## src/rtl/dpr_pkg.sv

```systemverilog
package dpr_pkg;

  typedef enum logic [2:0] {
    ST_BOOT,
    ST_IDLE,
    ST_HOLD,
    ST_PULSE,
    ST_LATCH
  } dpr_state_e;

  function automatic longint us_to_cyc(input longint clk_hz, input longint us);
    return (clk_hz * us) / 64'd1_000_000;
  endfunction

endpackage

```

## src/rtl/dpr_sync.sv

```systemverilog
module dpr_sync #(
  parameter int W      = 2,
  parameter int STAGES = 2
) (
  input  logic         clk,
  input  logic         rst,
  input  logic [W-1:0] din,
  output logic [W-1:0] dout
);

  for (genvar b = 0; b < W; b++) begin : g_bit
    logic [STAGES-1:0] chain;
    always_ff @(posedge clk) begin
      if (rst) chain <= '1;
      else     chain <= {chain[STAGES-2:0], din[b]};
    end
    assign dout[b] = chain[STAGES-1];
  end

endmodule

```

## src/rtl/dpr_timer.sv

```systemverilog
module dpr_timer #(
  parameter int CW = 8
) (
  input  logic          clk,
  input  logic          rst,
  input  logic          clr,
  output logic [CW-1:0] cnt
);

  always_ff @(posedge clk) begin
    if (rst || clr)  cnt <= '0;
    else if (~&cnt)  cnt <= cnt + 1'b1;
  end

  a_r2_restart_zero: assert property (@(posedge clk) disable iff (rst)
    clr |=> (cnt == '0));

endmodule

```

## src/rtl/dpr_ctrl.sv

```systemverilog
module dpr_ctrl
  import dpr_pkg::*;
#(
  parameter int CW          = 8,
  parameter int STARTUP_CYC = 10,
  parameter int HOLD_A_CYC  = 40,
  parameter int HOLD_B_CYC  = 70,
  parameter int PULSE_CYC   = 20,
  parameter int LEVEL_END   = 0
) (
  input  logic          clk,
  input  logic          rst,
  input  logic          both_low,
  input  logic          sel_alt,
  input  logic [CW-1:0] cnt,
  output logic          restart,
  output logic          rst_out_n
);

  localparam logic [CW-1:0] T_START = CW'(STARTUP_CYC);
  localparam logic [CW-1:0] T_A     = CW'(HOLD_A_CYC);
  localparam logic [CW-1:0] T_B     = CW'(HOLD_B_CYC);
  localparam logic [CW-1:0] T_PULSE = CW'(PULSE_CYC);

  dpr_state_e st, nxt, pulse_next;
  logic       pulse_exit;
  logic [CW-1:0] hold_tgt;
  logic       out_q;

  assign hold_tgt = sel_alt ? T_B : T_A;

  if (LEVEL_END != 0) begin : g_level
    assign pulse_exit = ~both_low;
    assign pulse_next = ST_IDLE;

    a_r7_level_release: assert property (@(posedge clk) disable iff (rst)
      (st == ST_PULSE && !both_low) |=> rst_out_n);
  end else begin : g_fixed
    assign pulse_exit = (cnt == T_PULSE);
    assign pulse_next = ST_LATCH;

    a_r6_pulse_holds: assert property (@(posedge clk) disable iff (rst)
      (st == ST_PULSE && cnt < T_PULSE) |=> !rst_out_n);
  end

  always_comb begin
    nxt = st;
    unique case (st)
      ST_BOOT:  if (cnt == T_START) nxt = ST_IDLE;
      ST_IDLE:  if (both_low) nxt = ST_HOLD;
      ST_HOLD: begin
        if (!both_low)             nxt = ST_IDLE;
        else if (cnt == hold_tgt)  nxt = ST_PULSE;
      end
      ST_PULSE: if (pulse_exit) nxt = pulse_next;
      ST_LATCH: if (!both_low) nxt = ST_IDLE;
      default:  nxt = ST_IDLE;
    endcase
  end

  assign restart = (nxt != st);

  always_ff @(posedge clk) begin
    if (rst) begin
      st    <= ST_BOOT;
      out_q <= 1'b1;
    end else begin
      st    <= nxt;
      out_q <= (nxt != ST_PULSE);
    end
  end

  assign rst_out_n = out_q;

  a_r2_press_held: assert property (@(posedge clk) disable iff (rst)
    $fell(rst_out_n) |-> $past(both_low));

  a_r3_hold_reached: assert property (@(posedge clk) disable iff (rst)
    $fell(rst_out_n) |-> ($past(cnt) == $past(hold_tgt)));

  a_r8_boot_quiet: assert property (@(posedge clk) disable iff (rst)
    (st == ST_BOOT) |-> rst_out_n);

  a_r9_no_repeat: assert property (@(posedge clk) disable iff (rst)
    (st == ST_LATCH) |=> rst_out_n);

endmodule

```

## src/rtl/dual_press_reset.sv

```systemverilog
module dual_press_reset
  import dpr_pkg::*;
#(
  parameter int CLK_HZ        = 100_000_000,
  parameter int STARTUP_US    = 300,
  parameter int HOLD_SHORT_US = 7_500_000,
  parameter int HOLD_LONG_US  = 12_500_000,
  parameter int PULSE_US      = 80_000,
  parameter int DETECT_US     = 150,
  parameter int ALT_IS_TEST   = 0,
  parameter int LEVEL_END     = 0
) (
  input  logic clk,
  input  logic rst,
  input  logic btn_a_n,
  input  logic btn_b_n,
  input  logic sel_alt,
  output logic rst_out_n
);

  localparam longint C_START = us_to_cyc(CLK_HZ, STARTUP_US);
  localparam longint C_SHORT = us_to_cyc(CLK_HZ, HOLD_SHORT_US);
  localparam longint C_ALT   = (ALT_IS_TEST != 0) ? us_to_cyc(CLK_HZ, DETECT_US)
                                                  : us_to_cyc(CLK_HZ, HOLD_LONG_US);
  localparam longint C_PULSE = us_to_cyc(CLK_HZ, PULSE_US);
  localparam longint C_M1    = (C_START > C_SHORT) ? C_START : C_SHORT;
  localparam longint C_M2    = (C_ALT > C_PULSE) ? C_ALT : C_PULSE;
  localparam longint C_MAX   = (C_M1 > C_M2) ? C_M1 : C_M2;
  localparam int     CW      = $clog2(C_MAX + 2) + 1;

  logic [1:0]    btn_s;
  logic          both_low;
  logic          restart;
  logic [CW-1:0] cnt;

  dpr_sync #(.W(2), .STAGES(2)) u_sync (
    .clk  (clk),
    .rst  (rst),
    .din  ({btn_b_n, btn_a_n}),
    .dout (btn_s)
  );

  assign both_low = ~btn_s[0] & ~btn_s[1];

  dpr_timer #(.CW(CW)) u_timer (
    .clk (clk),
    .rst (rst),
    .clr (restart),
    .cnt (cnt)
  );

  dpr_ctrl #(
    .CW          (CW),
    .STARTUP_CYC (int'(C_START)),
    .HOLD_A_CYC  (int'(C_SHORT)),
    .HOLD_B_CYC  (int'(C_ALT)),
    .PULSE_CYC   (int'(C_PULSE)),
    .LEVEL_END   (LEVEL_END)
  ) u_ctrl (
    .clk       (clk),
    .rst       (rst),
    .both_low  (both_low),
    .sel_alt   (sel_alt),
    .cnt       (cnt),
    .restart   (restart),
    .rst_out_n (rst_out_n)
  );

  a_r1_reset_idle: assert property (@(posedge clk)
    $past(rst) |-> rst_out_n);

endmodule

```

## config.mk

```make
export PLATFORM = sky130hd
export DESIGN_NAME = dual_press_reset
export DESIGN_NICKNAME = d
export VERILOG_FILES = /design/src/rtl/dpr_pkg.sv /design/src/rtl/dpr_sync.sv /design/src/rtl/dpr_timer.sv /design/src/rtl/dpr_ctrl.sv /design/src/rtl/dual_press_reset.sv
export SDC_FILE = /design/constraint.sdc
export NUM_CORES = 1
export LEC_CHECK = 0
export BUFFER_PORTS_ARGS = -buffer_cell sky130_fd_sc_hd__buf_2
export CAP_MARGIN = 5
export CORE_UTILIZATION = 45
export DETAILED_ROUTE_END_ITERATION = 10
export GPL_TIMING_DRIVEN = 0
export MAX_ROUTING_LAYER = met4
export PLACE_DENSITY = 0.65
export SLEW_MARGIN = 40
export SYNTH_ARGS = -nofsm -noshare
export SYNTH_HDL_FRONTEND = slang
export SYNTH_SLANG_ARGS = --single-unit
```

## constraint.sdc

```tcl
create_clock -name clk -period 5.2 [get_ports clk]
set_clock_uncertainty 0.2 [all_clocks]
set_input_delay 1.56 -clock clk [delete_from_list [all_inputs] [get_ports clk]]
set_output_delay 1.56 -clock clk [all_outputs]
set_load 0.005 [all_outputs]
```

==> key figures, run 1 <==
Outcome
  • Status: finished clean

GRT
  • Vias in the first global route: 1851
  • Largest net degree at the start of global routing: 12
  • Total grt overflow: 0
  • First-pass GRT wire length: 8830 microns
  • Global-route usage over all layers: 21.8%
  • Initial antenna violation count: 0

Worst hold path
  • Worst Hold Class: reg2reg
  • Hold path depth: 1
  • Min-Delay Endpoint: u_sync.g_bit[0].chain[1]
  • Hold Crit Start: u_sync.g_bit[0].chain[0]

Clock network
  • CTS Hold Bufs: 0
  • Num CTS Buffers: 5
  • Post-CTS Setup Bufs: 0
  • Clock Tree Buf Depth: 2
  • CTS Sinks: 40
  • CTS root buf: clkbuf_8
  • TritonCTS clock tree: built
  • # resized after CTS: 0
  • Clock transition at path regs: 0.08 ns
  • Worst skew pair latency: 0.29 ns
  • H-tree level count: 2

Final layout
  • ANT cells: 0
  • Layout cell share with drive strength beyond 1: 21.6%
  • Fin nets: 289
  • Commonest non-fill, non-tap cell in the layout: dfxtp_1
  • Most frequent cells in the layout: dfxtp_1 (40), nor2_1 (24), xnor2_1 (20), nor3_2 (20)
  • Layout area overhead: 8.51%
  • Final Util: 50.6%

STA
  • RSZ-0062 raised after global routing: no
  • Fmax: 291 MHz
  • Fin. max-slew vios: 0
  • Final period utilization: 66.1%
  • Fin crit period: 3.44 ns
  • Worst slew pin tran: 0.631 ns
  • Setup TNS: 0 ns
  • Final setup viols: 0
  • Slew HR: 56.9%
  • Final hold viol count: 0

Synthesis
  • Synth Register Bits: 40
  • Post-synthesis adder-cell area fraction: 1.05%
  • Post-synthesis async set-or-reset flop share: 0%
  • Sequential element share of the synthesized area: 33.6%
  • Post-synthesis mux area share: 1.37%
  • Mapped cell area: 2380 sq um
  • Post-synthesis xor/xnor area fraction: 10.3%
  • Synth Area per Inst: 8.82 sq um
  • Post-synth net total: 277
  • Top FF cell, synth: dfxtp_1
  • Post-synthesis simple-gate area fraction: 41.7%
  • Gate Count Post-Synth: 270
  • Post-synth EDFFs: 0
  • Synth Area in Compound Gates: 6.73%
  • Synth unique cells: 53
  • Largest family of logic cells by synthesized area: simple AND/OR/NAND/NOR gates
  • Ys Warns: 0

Floorplanning
  • Ports: 6
  • Die area: 5590 sq um
  • Row count: 26
  • CORE AREA: 5110 sq um
  • Die outline width: 74.7 microns
  • Die height: 74.7 microns
  • Initial Utilization: 46.6%

Setup path
  • Worst Reg-to-Reg Cells: 9
  • Worst r2r dst: u_timer.cnt[0]
  • CP Max Fanout: 10
  • Crit. End Element: flop
  • Worst path required time: 5.17 ns
  • Kind of critical path: in2reg
  • Nature of the critical path startpoint: input port
  • RR Startpoint: u_timer.cnt[0]
  • FF-to-FF setup slack: 2.45 ns
  • Crit path arrival time: 3.41 ns

Power
  • Total leakage power: 0.885 nW
  • Total Power: 0.554 mW
  • Pwr Density: 214 nW/um^2
  • VDD IR max: 0.101 mV

Placement
  • Post-DP HPWL: 3830 microns
  • I/O Buffers: 5
  • Routability cong.: 0.827

Route
  • Number of DRC markers in iteration 0: 166
  • Drt pass-1 iters: 4
  • Drt drc: 0
  • Routed Antenna Nets: 0
  • Routed wire per std cell: 15.0 microns
  • Final Routed Wirelength: 5290 microns
  • Vias: 2023
  • Via/cell ratio: 5.73

Run
  • Max-cap violations: 0
-- synth_stat cells, drive strengths merged, types with 2 or more instances --
cell    number  area [sq um]
xor2         8          70.1
nor3b        2          15.0
mux2i        2          32.5
nand4       20           131
and2         3          18.8
nor3        34           270
nor2        24          90.1
a21oi        3          15.0
buf         10          67.6
xnor2       20           175
and4b        3          30.0
nand3       13          65.1
and3         9          58.8
nor4b        2          32.5
or4          2          18.8
nor2b        2          12.5
ha           2          25.0
nor4        11           105
a31oi        4          25.0
clkbuf       6          33.8
dfxtp       40           801
inv          6          22.5
nand2       19          71.3
or2          7          43.8
and4         2          17.5
-- registers in the layout (all words and copies together) (netlist names) --
register            count
u_ctrl.st               3
u_sync.g_bit.chain      4
u_timer.cnt            32
u_ctrl.rst_out_n        1
-- cell families after synthesis --
logic type               Yosys count
multiplexers                       2
AND/OR/NAND/NOR                  155
buffers and inverters             22
XOR/XNOR                          28
flip-flops                        40
AO/OA/AOI/OAI                     21
adder cells (fa/ha/maj)            2
-- area by class of cell --
type	count	area [sq um]
well taps	70	87.6
repair buffers	5	25.0
multi-input cells	208	1460
plain buffers	16	101
clock buffers	8	90.1
flip-flops and latches	40	801
inverters	6	22.5
fillers	510	2520
-- power breakdown --
part           internal (mW)  switching (mW)  leakage [nW]
sequential             0.310         0.00335         0.324
combinational         0.0101          0.0139         0.516
clock                  0.108           0.109        0.0455
total                  0.428           0.126         0.885
-- critical path, stage by stage --
cell       delay, ns
buf_2           0.13
and4b_1         0.24
nand4_1         0.11
a2111oi_0       0.64
a211oi_1        0.16
mux2i_4         0.28
buf_6           0.22
nor3_2          0.07
-- through the flow --
| step | instances | hold WS (ns) | instance area [sq um] | setup WS [ns] |
|---|---|---|---|---|
| 6_report | 353 | 0.213 | 2580 | 1.76 |
| 5_1_grt | 353 | 0.228 | 2580 | 1.57 |
| 4_1_cts | 353 | 0.216 | 2580 | 1.77 |
| 3_5_place_dp | 345 | 0.197 | 2490 | 1.46 |
| 3_3_place_gp | 345 | 0.191 | 2490 | 1.50 |
| 2_1_floorplan | 270 | 0.189 | 2380 | 1.92 |
-- metal layers --
metal  share of wire (%)  track usage, %  vias to the layer above
met5                   0               -                        -
met4                 2.0            8.18                        0
met3                 5.2            4.95                        9
met2                  43            32.1                       65
met1                  50            29.0                      948
li1                    -               -                     1001
-- how the worst max path moves through the flow --
| stage | start | slack, ns | endpoint | cells after the start |
|---|---|---|---|---|
| final | sel_alt | 1.76 | u_timer.cnt[0] | 8 |
| after global routing | sel_alt | 1.57 | u_timer.cnt[0] | 8 |
| after CTS | sel_alt | 1.77 | u_timer.cnt[0] | 8 |
| after detailed placement | sel_alt | 1.46 | u_timer.cnt[0] | 8 |
| after global placement | sel_alt | 1.50 | u_timer.cnt[0] | 8 |
| after floorplan | sel_alt | 1.92 | u_timer.cnt[0] | 7 |
(Power assumes the default switching activity.)
==> inputs of run 2 (changes only) <==
ABC_AREA = 1   (was default)
PLACE_DENSITY = 0.67   (was 0.65)
clock period = 2.9 ns   (was 5.2 ns; I/O delays follow)
==> key figures, run 2 <==
Final layout
  • Commonest non-fill, non-tap cell in the layout: nor2_1 (was dfxtp_1)
  • Largest registers: u_timer.cnt: 32 flops, u_sync.g_bit.chain: 4 flops, u_ctrl.st: 3 flops (unchanged)
  • Fin nets: 415 (was 289)
  • Multi-input gate area: 1750 sq um (was 1460 sq um)
  • Max FFs per register: 32 (unchanged)
  • Final instance area: 3000 sq um (was 2580 sq um)
  • ANT cells: 0 (unchanged)
  • Layout cell share with drive strength beyond 1: 20.0% (was 21.6%)
  • Final Util: 50.3% (was 50.6%)
  • Register area: 801 sq um (unchanged)
  • Layout area overhead: 7.60% (was 8.51%)
  • Largest Register: u_timer.cnt (unchanged)
  • Most frequent cells in the layout: nor2_1 (84), nand2_1 (81), dfxtp_1 (40) (was dfxtp_1 (40), nor2_1 (24), xnor2_1 (20), nor3_2 (20))
  • Fill count: 636 (was 510)

Synthesis
  • Top cells by area, synth: dfxtp_1 (29%), nor2_4 (14%), nor2_1 (11%) (was dfxtp_1 (34%), nor3_2 (8.4%), xnor2_1 (7.4%))
  • Synth Register Bits: 40 (unchanged)
  • Ys Warns: 0 (unchanged)
  • Most frequent cell after synthesis: nor2_1 (was dfxtp_1)
  • Post-synthesis async set-or-reset flop share: 0% (unchanged)
  • Top cells by count, synth: nor2_1 (84), nand2_1 (81), dfxtp_1 (40) (was dfxtp_1 (40), nor2_1 (24), nor3_2 (20), xnor2_1 (20))
  • Post-synth net total: 403 (was 277)
  • Top FF cell, synth: dfxtp_1 (unchanged)
  • Gate Count Post-Synth: 396 (was 270)
  • Mapped cell area: 2780 sq um (was 2380 sq um)
  • Synth Area per Inst: 7.03 sq um (was 8.82 sq um)
  • Synth unique cells: 30 (was 53)
  • Post-synth EDFFs: 0 (unchanged)
  • Sequential element share of the synthesized area: 28.8% (was 33.6%)
  • Yosys top cell area share: 28.8% (was 33.6%)
  • Leading area contributor after synthesis: dfxtp_1 (unchanged)

Floorplanning
  • CORE AREA: 5960 sq um (was 5110 sq um)
  • Initial Utilization: 46.7% (was 46.6%)
  • Ports: 6 (unchanged)
  • Die area: 6510 sq um (was 5590 sq um)
  • Die height: 80.7 microns (was 74.7 microns)
  • Row count: 28 (was 26)
  • Die outline width: 80.7 microns (was 74.7 microns)

Clock network
  • Clock transition at path regs: 0.08 ns (about the same)
  • CTS root buf: clkbuf_8 (unchanged)
  • Post-CTS Setup Bufs: 0 (unchanged)
  • CTS Hold Bufs: 0 (unchanged)
  • Worst skew pair latency: 0.30 ns (was 0.29 ns)
  • TritonCTS clock tree: built (unchanged)
  • CTS Sinks: 40 (unchanged)
  • Clock Tree Buf Depth: 2 (unchanged)
  • H-tree level count: 2 (unchanged)
  • # resized after CTS: 0 (unchanged)
  • Num CTS Buffers: 5 (unchanged)

Power
  • VDD IR max: 0.194 mV (was 0.101 mV)
  • Total leakage power: 1.09 nW (was 0.885 nW)
  • Total Power: 1.01 mW (was 0.554 mW)
  • Pwr Density: 339 nW/um^2 (was 214 nW/um^2)

Worst hold path
  • Worst Hold Class: reg2reg (unchanged)
  • Hold path depth: 1 (unchanged)

Route
  • Final Routed Wirelength: 6640 microns (was 5290 microns)
  • Routed Antenna Nets: 0 (unchanged)
  • Number of DRC markers in iteration 0: 257 (was 166)
  • Routed wire per std cell: 13.7 microns (was 15.0 microns)
  • Vias: 2464 (was 2023)
  • Via/cell ratio: 5.09 (was 5.73)
  • Drt pass-1 iters: 5 (was 4)
  • Drt drc: 0 (unchanged)

STA
  • Fin crit period: 2.25 ns
  • Smallest hold slack: 0.215 ns (was 0.213 ns)
  • Setup TNS: 0 ns (unchanged)
  • Final hold viol count: 0 (unchanged)
  • Slew HR: 63.7% (was 56.9%)
  • Worst slew pin tran: 0.540 ns (was 0.631 ns)
  • Fmax: 445 MHz
  • Final period utilization: 77.5%
  • Final setup viols: 0 (unchanged)
  • Fin. max-slew vios: 0 (unchanged)
  • RSZ-0062 raised after global routing: no (unchanged)

Setup path
  • Worst Reg-to-Reg Cells: 10 (was 9)
  • Worst path required time: 2.94 ns (was 5.17 ns)
  • CP Max Fanout: 10 (unchanged)
  • Kind of critical path: reg2reg (was in2reg)
  • Crit. End Element: flop (unchanged)
  • Crit path arrival time: 2.28 ns (was 3.41 ns)
  • Nature of the critical path startpoint: flop (was input port)

GRT
  • Total grt overflow: 0 (unchanged)
  • Largest net degree at the start of global routing: 13 (was 12)
  • Global-route usage over all layers: 23.6% (was 21.8%)
  • Vias in the first global route: 2333 (was 1851)
  • First-pass GRT wire length: 11200 microns (was 8830 microns)
  • Initial antenna violation count: 0 (unchanged)

Run
  • Max-cap violations: 0 (unchanged)

Placement
  • I/O Buffers: 5 (unchanged)
  • Post-DP HPWL: 5310 microns (was 3830 microns)
  • Placed instance area: 2900 sq um (was 2490 sq um)
  • Routability cong.: 0.996 (was 0.827)

Outcome
  • Status: finished clean (unchanged)
## run 2: report_power, final
group	switching (mW)	total (mW)	internal (mW)
sequential	0.00477	0.560	0.555
combinational	0.0423	0.0670	0.0246
clock	0.197	0.387	0.190
## run 2: cell type report
type	instances	share of cell area [%]
tap	75	3.13
inverter	40	5.01
clock buffer	6	2.76
timing repair buffer	5	0.835
sequential	40	26.7
buffer	8	2.88
multi-input combinational	308	58.3
clock inverter	2	0.334
## run 2: cell families after synthesis
kind of cell	Yosys count	synth area share, %
compound gates	10	2.07
xor+xnor	29	9.12
fa+ha+maj	2	0.899
buf+inv	48	8.49
flops	40	28.8
simple gates	267	50.7
## run 2: final timing paths
| kind | from | end | slack (ns) |
|---|---|---|---|
| setup / recovery | u_timer.cnt[0] | u_timer.cnt[30] | 0.65 |
| hold reg to reg | u_sync.g_bit[0].chain[0] | u_sync.g_bit[0].chain[1] | 0.21 |
| hold / removal | u_sync.g_bit[0].chain[0] | u_sync.g_bit[0].chain[1] | 0.21 |
| setup reg to reg | u_timer.cnt[0] | u_timer.cnt[30] | 0.65 |
## run 2: metrics by stage
stage / setup WS (ns) / std cells
finish: 0.653 / 484
global route: 0.454 / 484
CTS: 0.631 / 484
detailed placement: 0.433 / 476
global placement: 0.439 / 476
floorplan: 0.714 / 396
## run 2: worst max-delay path, cell delays in order (launching register included)
cell and delay, ns:
dfxtp_1 0.38, ha_1 0.24, nand3_2 0.18, nor2_4 0.17, nand3_2 0.16, nor2_2 0.18, nand2_2 0.12, inv_2 0.08
buf_2 0.25, nor2_1 0.12, nor2_4 0.10
## run 2: metal layers
layer	vias up	share of wire (%)	track usage (%)
met4	0	1.8	6.61
met5	-	0	-
met3	13	5.1	3.52
met1	1126	47	29.6
met2	64	46	39.2
li1	1261	-	-
